### src/rtl/drc_pkg.sv
package drc_pkg;
  localparam int LEN_W = 3;

  localparam logic [1:0] ADDR_INTERVAL = 2'd0;
  localparam logic [1:0] ADDR_LIMIT    = 2'd1;
  localparam logic [1:0] ADDR_CLEAR    = 2'd2;
  localparam logic [1:0] ADDR_CTRL     = 2'd3;

  localparam int CB_REF_EN  = 0;
  localparam int CB_SR_EN   = 1;
  localparam int CB_IRQ_EN  = 2;
  localparam int CB_KEEP    = 3;
  localparam int CB_OVF_CLR = 4;
  localparam int CB_RAS_LO  = 5;
  localparam int CB_PRE_LO  = 8;

  typedef enum logic [1:0] {
    PM_NORMAL  = 2'b00,
    PM_SLEEP   = 2'b01,
    PM_STANDBY = 2'b10,
    PM_MANRST  = 2'b11
  } pwr_mode_t;

  typedef enum logic [2:0] {
    ST_IDLE,
    ST_CBR_CAS,
    ST_CBR_RAS,
    ST_CBR_REL,
    ST_PRE,
    ST_SR_CAS,
    ST_SR_HOLD,
    ST_SR_EXIT
  } seq_state_t;

  typedef struct packed {
    logic             ref_en;
    logic             sr_en;
    logic             irq_en;
    logic             keep_drive;
    logic [LEN_W-1:0] ras_len;
    logic [LEN_W-1:0] pre_len;
  } ctrl_t;
endpackage

### src/rtl/drc_regs.sv
module drc_regs
  import drc_pkg::*;
#(
  parameter int DATA_W       = 16,
  parameter int TMR_W        = 16,
  parameter int CNT_W        = 10,
  parameter int DEF_INTERVAL = 780,
  parameter int DEF_RAS_LEN  = 3,
  parameter int DEF_PRE_LEN  = 2
) (
  input  logic              clk,
  input  logic              rst_n,
  input  logic              wr_en,
  input  logic [1:0]        wr_addr,
  input  logic [DATA_W-1:0] wr_data,
  output logic [TMR_W-1:0]  interval,
  output logic [CNT_W-1:0]  limit,
  output ctrl_t             ctrl,
  output logic              cnt_clr,
  output logic              ovf_clr
);
  always_ff @(posedge clk or negedge rst_n) begin
    if (!rst_n) begin
      interval        <= TMR_W'(DEF_INTERVAL);
      limit           <= '1;
      ctrl.ref_en     <= 1'b0;
      ctrl.sr_en      <= 1'b0;
      ctrl.irq_en     <= 1'b0;
      ctrl.keep_drive <= 1'b0;
      ctrl.ras_len    <= LEN_W'(DEF_RAS_LEN);
      ctrl.pre_len    <= LEN_W'(DEF_PRE_LEN);
    end else if (wr_en) begin
      case (wr_addr)
        ADDR_INTERVAL: interval <= wr_data[TMR_W-1:0];
        ADDR_LIMIT:    limit    <= wr_data[CNT_W-1:0];
        ADDR_CTRL: begin
          ctrl.ref_en     <= wr_data[CB_REF_EN];
          ctrl.sr_en      <= wr_data[CB_SR_EN];
          ctrl.irq_en     <= wr_data[CB_IRQ_EN];
          ctrl.keep_drive <= wr_data[CB_KEEP];
          ctrl.ras_len    <= wr_data[CB_RAS_LO +: LEN_W];
          ctrl.pre_len    <= wr_data[CB_PRE_LO +: LEN_W];
        end
        default: ;
      endcase
    end
  end

  assign cnt_clr = wr_en && (wr_addr == ADDR_CLEAR);
  assign ovf_clr = wr_en && (wr_addr == ADDR_CTRL) && wr_data[CB_OVF_CLR];
endmodule

### src/rtl/drc_interval_timer.sv
module drc_interval_timer #(
  parameter int TMR_W = 16
) (
  input  logic             clk,
  input  logic             rst_n,
  input  logic             run,
  input  logic [TMR_W-1:0] interval,
  output logic             tick
);
  logic [TMR_W-1:0] cnt_q;

  assign tick = run && (cnt_q >= interval);

  always_ff @(posedge clk or negedge rst_n) begin
    if (!rst_n)      cnt_q <= '0;
    else if (!run)   cnt_q <= '0;
    else if (tick)   cnt_q <= '0;
    else             cnt_q <= cnt_q + 1'b1;
  end
endmodule

### src/rtl/drc_event_counter.sv
module drc_event_counter #(
  parameter int CNT_W = 10
) (
  input  logic             clk,
  input  logic             rst_n,
  input  logic             done,
  input  logic             cnt_clr,
  input  logic             ovf_clr,
  input  logic [CNT_W-1:0] limit,
  output logic             ovf_flag
);
  logic [CNT_W-1:0] count_q;
  logic             at_limit;

  assign at_limit = (count_q >= limit);

  always_ff @(posedge clk or negedge rst_n) begin
    if (!rst_n)        count_q <= '0;
    else if (cnt_clr)  count_q <= '0;
    else if (done)     count_q <= at_limit ? '0 : count_q + 1'b1;
  end

  always_ff @(posedge clk or negedge rst_n) begin
    if (!rst_n)                          ovf_flag <= 1'b0;
    else if (done && !cnt_clr && at_limit) ovf_flag <= 1'b1;
    else if (ovf_clr)                    ovf_flag <= 1'b0;
  end
endmodule

### src/rtl/drc_cbr_seq.sv
module drc_cbr_seq
  import drc_pkg::*;
(
  input  logic             clk,
  input  logic             rst_n,
  input  logic             tick,
  input  logic             ack,
  input  logic             standby,
  input  logic             sr_en,
  input  logic [LEN_W-1:0] ras_len,
  input  logic [LEN_W-1:0] pre_len,
  output logic             ras_n,
  output logic             cas_n,
  output logic             ref_req,
  output logic             done
);
  seq_state_t       state_q;
  logic [LEN_W-1:0] len_q;
  logic             pend_q;
  logic             start_cbr, start_sr, ras_last, pre_last;

  assign start_sr  = (state_q == ST_IDLE) && sr_en && ack;
  assign start_cbr = (state_q == ST_IDLE) && pend_q && ack && !standby && !sr_en;
  assign ras_last  = ({1'b0, len_q} + 1'b1) >= {1'b0, ras_len};
  assign pre_last  = ({1'b0, len_q} + 1'b1) >= {1'b0, pre_len};
  assign done      = (state_q == ST_CBR_REL);

  // One pending request at most; an expiry during a start re-arms it.
  always_ff @(posedge clk or negedge rst_n) begin
    if (!rst_n)         pend_q <= 1'b0;
    else if (start_cbr) pend_q <= tick;
    else if (tick)      pend_q <= 1'b1;
  end

  always_ff @(posedge clk or negedge rst_n) begin
    if (!rst_n) begin
      state_q <= ST_IDLE;
      len_q   <= '0;
    end else begin
      case (state_q)
        ST_IDLE: begin
          len_q <= '0;
          if (start_sr)       state_q <= ST_SR_CAS;
          else if (start_cbr) state_q <= ST_CBR_CAS;
        end
        ST_CBR_CAS: state_q <= ST_CBR_RAS;
        ST_CBR_RAS: begin
          if (ras_last) begin
            state_q <= ST_CBR_REL;
            len_q   <= '0;
          end else begin
            len_q <= len_q + 1'b1;
          end
        end
        ST_CBR_REL, ST_SR_EXIT: begin
          len_q   <= '0;
          state_q <= (pre_len == '0) ? ST_IDLE : ST_PRE;
        end
        ST_PRE: begin
          if (pre_last) begin
            state_q <= ST_IDLE;
            len_q   <= '0;
          end else begin
            len_q <= len_q + 1'b1;
          end
        end
        ST_SR_CAS:  state_q <= ST_SR_HOLD;
        ST_SR_HOLD: if (!sr_en) state_q <= ST_SR_EXIT;
        default:    state_q <= ST_IDLE;
      endcase
    end
  end

  always_comb begin
    cas_n = 1'b1;
    ras_n = 1'b1;
    case (state_q)
      ST_CBR_CAS, ST_SR_CAS, ST_SR_EXIT: cas_n = 1'b0;
      ST_CBR_RAS, ST_SR_HOLD: begin
        cas_n = 1'b0;
        ras_n = 1'b0;
      end
      ST_CBR_REL: ras_n = 1'b0;
      default: ;
    endcase
  end

  assign ref_req = (state_q != ST_IDLE) || (pend_q && !standby) || sr_en;
endmodule

### src/rtl/dram_refresh_ctrl.sv
module dram_refresh_ctrl
  import drc_pkg::*;
#(
  parameter int DATA_W       = 16,
  parameter int TMR_W        = 16,
  parameter int CNT_W        = 10,
  parameter int DEF_INTERVAL = 780
) (
  input  logic              clk,
  input  logic              rst_n,
  input  logic              wr_en,
  input  logic [1:0]        wr_addr,
  input  logic [DATA_W-1:0] wr_data,
  input  logic [1:0]        pwr_mode,
  input  logic              bus_released,
  input  logic              ref_ack,
  output logic              ref_req,
  output logic              ras_n,
  output logic              cas_n,
  output logic              ras_oe,
  output logic              cas_oe,
  output logic              irq
);
  logic [TMR_W-1:0] interval;
  logic [CNT_W-1:0] limit;
  ctrl_t            ctrl;
  logic             cnt_clr, ovf_clr, tick, done, ovf_flag;
  logic             standby, floating;
  logic             sr_en_w, irq_en_w, keep_w;

  assign standby  = (pwr_mode == PM_STANDBY);
  assign floating = bus_released || standby;
  assign sr_en_w  = ctrl.sr_en;
  assign irq_en_w = ctrl.irq_en;
  assign keep_w   = ctrl.keep_drive;

  drc_regs #(
    .DATA_W(DATA_W), .TMR_W(TMR_W), .CNT_W(CNT_W), .DEF_INTERVAL(DEF_INTERVAL)
  ) u_regs (
    .clk(clk), .rst_n(rst_n), .wr_en(wr_en), .wr_addr(wr_addr), .wr_data(wr_data),
    .interval(interval), .limit(limit), .ctrl(ctrl), .cnt_clr(cnt_clr), .ovf_clr(ovf_clr)
  );

  drc_interval_timer #(.TMR_W(TMR_W)) u_timer (
    .clk(clk), .rst_n(rst_n), .run(ctrl.ref_en && !standby),
    .interval(interval), .tick(tick)
  );

  drc_cbr_seq u_seq (
    .clk(clk), .rst_n(rst_n), .tick(tick), .ack(ref_ack), .standby(standby),
    .sr_en(ctrl.sr_en), .ras_len(ctrl.ras_len), .pre_len(ctrl.pre_len),
    .ras_n(ras_n), .cas_n(cas_n), .ref_req(ref_req), .done(done)
  );

  drc_event_counter #(.CNT_W(CNT_W)) u_count (
    .clk(clk), .rst_n(rst_n), .done(done), .cnt_clr(cnt_clr), .ovf_clr(ovf_clr),
    .limit(limit), .ovf_flag(ovf_flag)
  );

  assign irq    = ovf_flag && ctrl.irq_en;
  assign ras_oe = !floating || ctrl.keep_drive;
  assign cas_oe = !floating || ctrl.keep_drive;
endmodule

### config.mk
export PLATFORM = sky130hd
export DESIGN_NAME = dram_refresh_ctrl
export DESIGN_NICKNAME = d
export VERILOG_FILES = /design/src/rtl/drc_pkg.sv /design/src/rtl/drc_regs.sv /design/src/rtl/drc_interval_timer.sv /design/src/rtl/drc_event_counter.sv /design/src/rtl/drc_cbr_seq.sv /design/src/rtl/dram_refresh_ctrl.sv
export SDC_FILE = /design/constraint.sdc
export NUM_CORES = 1
export LEC_CHECK = 0
export CELL_PAD_IN_SITES_DETAIL_PLACEMENT = 1
export CELL_PAD_IN_SITES_GLOBAL_PLACEMENT = 2
export CORE_ASPECT_RATIO = 0.5
export CORE_MARGIN = 2
export CORE_UTILIZATION = 41
export DETAILED_ROUTE_END_ITERATION = 8
export PLACE_DENSITY_LB_ADDON = 0.1
export SLEW_MARGIN = 20
export SYNTH_ARGS = -nofsm -noshare
export SYNTH_HDL_FRONTEND = slang
export SYNTH_SLANG_ARGS = --single-unit
### constraint.sdc
create_clock -name clk -period 6.2 [get_ports clk]
set_input_delay 1.86 -clock clk [delete_from_list [all_inputs] [get_ports clk]]
set_output_delay 1.86 -clock clk [all_outputs]
set_load 0.02 [all_outputs]
==> results of run 1 <==
## report_power, final
group          internal, µW  switching [µW]
Sequential              541            76.0
Combinational           172             209
Clock                   334             180
## state kept, by name, indices dropped and copies added (netlist names)
signal	flops
u_seq.len_q	3
u_count.ovf_flag	1
u_regs.limit	10
u_count.count_q	10
u_regs.interval	16
u_seq.state_q	3
u_regs.ctrl	10
u_seq.pend_q	1
u_timer.cnt_q	16
## stage by stage
| stage | setup WS, ps | power [µW] | util |
|---|---|---|---|
| floorplan | 1840 | 865 | - |
| global placement | 1010 | 978 | 0.464 |
| detailed placement | 966 | 1010 | 0.464 |
| CTS | 967 | 1530 | 0.496 |
| global route | 921 | 1610 | 0.496 |
| finish | 1010 | 1510 | 0.496 |
## worst max-delay path, delay by kind of cell
| kind | cells | cell delay (ps) |
|---|---|---|
| AO/OA/AOI/OAI | 1 | 180 |
| buffers and inverters | 2 | 1080 |
| AND/OR/NAND/NOR | 1 | 220 |
## cell usage after synthesis, types with 6 or more instances
cell / n / share of area
nand4_1: 7 / 0.011
a21oi_1: 12 / 0.015
clkbuf_1: 8 / 0.0077
dfrtp_1: 53 / 0.34
dfstp_2: 17 / 0.11
mux2_2: 22 / 0.063
xor2_1: 14 / 0.031
a221o_1: 6 / 0.015
nor3_1: 9 / 0.011
nand2b_1: 7 / 0.011
o21ai_0: 24 / 0.031
nor2_1: 28 / 0.027
ha_1: 35 / 0.11
nand2_1: 34 / 0.033
nand3_1: 16 / 0.020
inv_1: 40 / 0.038
## final timing paths
kind | start | endpoint | slack (ps) | cells after the start
max in group asynchronous | rst_n | u_regs.interval[0] | 3860 | 2
max reg2reg | u_timer.cnt_q[7] | u_timer.cnt_q[6] | 3650 | 6
min reg2reg | u_regs.limit[4] | u_regs.limit[4] | 510 | 2
min in group asynchronous | rst_n | u_seq.len_q[2] | 1750 | 2
min | u_regs.limit[4] | u_regs.limit[4] | 510 | 2
max | pwr_mode[0] | ras_oe | 1010 | 4
## per-layer routing
layer / GRT usage / wire length, µm / vias up
met4: 0.0522 / 49 / 0
met5: 0 / 0 / -
met3: 0.0453 / 201 / 5
met1: 0.262 / 4650 / 1425
met2: 0.307 / 4240 / 18
li1: - / - / 1433
## kinds of logic after synthesis
family / synth area share
XOR/XNOR: 0.0425
multiplexers: 0.0632
AND/OR/NAND/NOR: 0.161
flip-flops: 0.452
adder cells (fa/ha/maj): 0.112
AO/OA/AOI/OAI: 0.120
buffers and inverters: 0.0498
## area by class of cell
cell class,count,share of cell area
multi-input cells,271,0.422
flip-flops and latches,70,0.382
repair buffers,32,0.0669
clock buffers,15,0.0577
well taps,121,0.0326
inverters,40,0.0324
clock inverters,1,0.00647
==> reports/results.tsv, run 1 <==
metric	value	unit
cts_tree	done	
vdd_ir_drop_max	0.000143	V
final_common_cell	dfrtp_1	
clock_latency	330	ps
power.density	326	nW/µm²
synth_flop_cell	dfrtp_1	
drcViolationCount	0	
grt_max_degree	71	
max_freq	193	MHz
viasPerCell	5.24	
dp_hpwl	6.86	mm
syn_to_final_growth	18.4	%
n_fill_cell	1055	
cts_inserted_buffers	9	
path_common_cell	clkdlybuf4s50_1	
path_class	input port to output pin	
drt_iter0_markers	80	
gp_congestion	0.798	
hold_slack	507	ps
cts_root_buf	clkbuf_16	
final_cell_mix	53 x dfrtp_1, 40 x inv_1, 35 x ha_1	
cts_resized	0	
fp.dieH	73.1	µm
hold_viol_final	0	
period_needed	5190	ps
multiInputGateArea	1960	µm²
critPathArrivalTime	3330	ps
cp_slowest_cell	clkdlybuf4s50_1	
tightest_slew	915	ps
layout.nets	484	
die_w	142	µm
antenna_cells	0	
grt_pass1_wl	15.3	mm
h-tree-depth	3	
track_usage	0.191	
endpoint_kind	output pin	
ant_nets	0	
post_dp_cell_area	4340	µm²
avgSynthCellArea	10.0	µm²
hold_buffers	0	
routed_wl	9.14	mm
core	9350	µm²
syn_area	3920	µm²
wire_per_inst	16.6	µm
clock_sinks	70	
finalInstanceArea	4640	µm²
hold_class	flip-flop to flip-flop	
antenna_found_initial	0	
min_period_over_period	0.838	
synth-seq-cells	70	
rows	25	
ios	31	
synth_warnings	0	
drv_cap	0	
dp.cells	534	
yosysSeqAreaShare	0.452	
synth_cells	391	
synth-edff-count	0	
register_area	1770	µm²
max_stage_delay	630	ps
syn_nets	451	
initial_core_util	0.419	
final_max_slew_viol_count	0	
max_slew_margin	0.390	
setup_violations	0	
crit_fanout	5	
critPathRequiredTime	4340	ps
tns	0	ps
leakage	0.00216	µW
final_cells	550	
async_flop_share	1.00	
post_cts_buffers	0	
clk_pin_slew	50	ps
first_global_vias	3022	
cp-start-kind	input port	
finClkSkew	5.30	ps
clockBufferDepth	2	
rsz0062_at_grt	no	
ys_types	45	
port_buffers	30	
drive_gt1_frac	0.140	
via_count	2881	
grt_overflow	0	
status	completed	
drt_first_pass_iters	4	
critical_path.cell_chain	clkdlybuf4s50_1 -> nand2b_1 -> a21o_1 -> clkdlybuf4s50_1	
die_area	10400	µm²
Power figures use the tool's default switching activity.
==> run 2, diff against run 1 <==
- CORE_UTILIZATION: 41 -> 38
- clock period: 6.2 -> 5.2 ns (I/O delays scaled with it)
==> reports/results.tsv, run 2 (synthesis results as in run 1) <==
metric	value	unit
hold_class	flip-flop to flip-flop	
wire_per_inst	16.2	µm
switching_power	573	µW
startpoint	pwr_mode[0]	
r2r_start	u_timer.cnt_q[7]	
layout.nets	484	
via_count	2879	
core	10100	µm²
p_int	1230	µW
hold_viol_final	0	
h-tree-depth	3	
critPathArrivalTime	3060	ps
reg.largest.list	u_regs.interval x16, u_timer.cnt_q x16	
viasPerCell	5.06	
grt_pass1_wl	15.5	mm
finClkSkew	6.80	ps
dp_hpwl	7.12	mm
power.density	387	nW/µm²
hold_buffers	0	
antenna_cells	0	
swShare	0.317	
first_global_vias	2982	
clock_latency	330	ps
setup_ws	578	ps
drive_gt1_frac	0.147	
gp_congestion	0.805	
cts_resized	0	
crit_fanout	5	
setup_violations	0	
final_core_util	0.461	
ant_nets	0	
p_clk_frac	0.344	
drv_cap	0	
min_period_over_period	0.889	
cts_root_buf	clkbuf_16	
met3_length	202	µm
period_needed	4620	ps
port_buffers	30	
tns	0	ps
min_path_cells	2	
dp_slack	555	ps
grt_max_degree	44	
vdd_ir_drop_max	0.000145	V
critPathRequiredTime	3640	ps
drt_first_pass_iters	4	
ios	31	
combPwrFrac	0.250	
rr_worst_depth	6	
fp.dieH	75.8	µm
top_layer_used	met4	
cp-start-kind	input port	
min_to	u_regs.limit[4]	
die_area	11200	µm²
syn_to_final_growth	19.1	%
grt_overflow	0	
die_w	148	µm
final_common_cell	dfrtp_1	
cts_tree	done	
clockBufferDepth	2	
hold_path.startpoint	u_regs.limit[4]	
drcViolationCount	0	
p_seq_frac	0.406	
path_class	input port to output pin	
r2r_setup_slack	2780	ps
routed_wl	9.24	mm
routed-wl-met2	4.32	mm
clk_pin_slew	50	ps
initial_core_util	0.387	
endpoint_kind	output pin	
drt_iter0_markers	74	
antenna_found_initial	0	
rows	26	
track_usage	0.181	
rsz0062_at_grt	no	
wl_met1	4.67	mm
cts_inserted_buffers	9	
final_cell_mix	53 x dfrtp_1, 40 x inv_1, 35 x ha_1	
leakage	0.00216	µW
rr_endpoint	u_timer.cnt_q[14]	
final_max_slew_viol_count	0	
clock_sinks	70	
tightest_slew	984	ps
status	completed	
max_slew_margin	0.344	
max_freq	216	MHz
post_cts_buffers	0	
-- run 2: changes by cell type in the layout (fill, tap and decap cells not counted), sizes merged --
cell,change
clkinv,+1
clkbuf,-4
inv,+1
clkinvlp,+2
-- run 2: layout make-up --
type | instances | area (µm²)
timing repair buffer | 32 | 310
tap | 140 | 175
sequential | 70 | 1770
clock inverter | 5 | 58.8
multi-input combinational | 271 | 1960
fill | 1129 | 5450
inverter | 40 | 150
clock buffer | 11 | 243
-- run 2: worst max-delay path by stage --
| stage | to | slack, ps | depth (start not counted) |
|---|---|---|---|
| floorplan | ras_oe | 1440 | 3 |
| global placement | ref_req | 610 | 5 |
| detailed placement | ref_req | 550 | 5 |
| CTS | ref_req | 560 | 5 |
| global route | ref_req | 510 | 5 |
| finish | ref_req | 580 | 5 |
-- run 2: critical path, stage by stage --
cell and delay (ps):
clkdlybuf4s50_1 450, nand2b_1 230, nand2_1 90, nand2_1 110, clkdlybuf4s50_1 610
-- run 2: through the flow --
step | area [µm²] | hold WS, ps | power (µW) | cells
final | 4670 | 490 | 1810 | 569
after global routing | 4670 | 513 | 1930 | 569
after CTS | 4670 | 491 | 1840 | 569
after detailed placement | 4370 | 483 | 1200 | 553
after global placement | 4370 | 472 | 1170 | 553
after floorplan | 3920 | 461 | 1030 | 391
-- run 2: power by group through the flow --
stage          combinational [µW]  clock, µW  sequential, µW
2_1_floorplan                 337          0             694
3_3_place_gp                  433          0             736
3_5_place_dp                  457          0             742
4_1_cts                       461        638             736
5_1_grt                       514        665             753
6_report                      452        621             735
-- run 2: per-layer routing --
layer	vias up	track usage
met5	-	0
met1	1429	0.239
li1	1433	-
met2	12	0.303
met3	5	0.0485
met4	0	0.0417
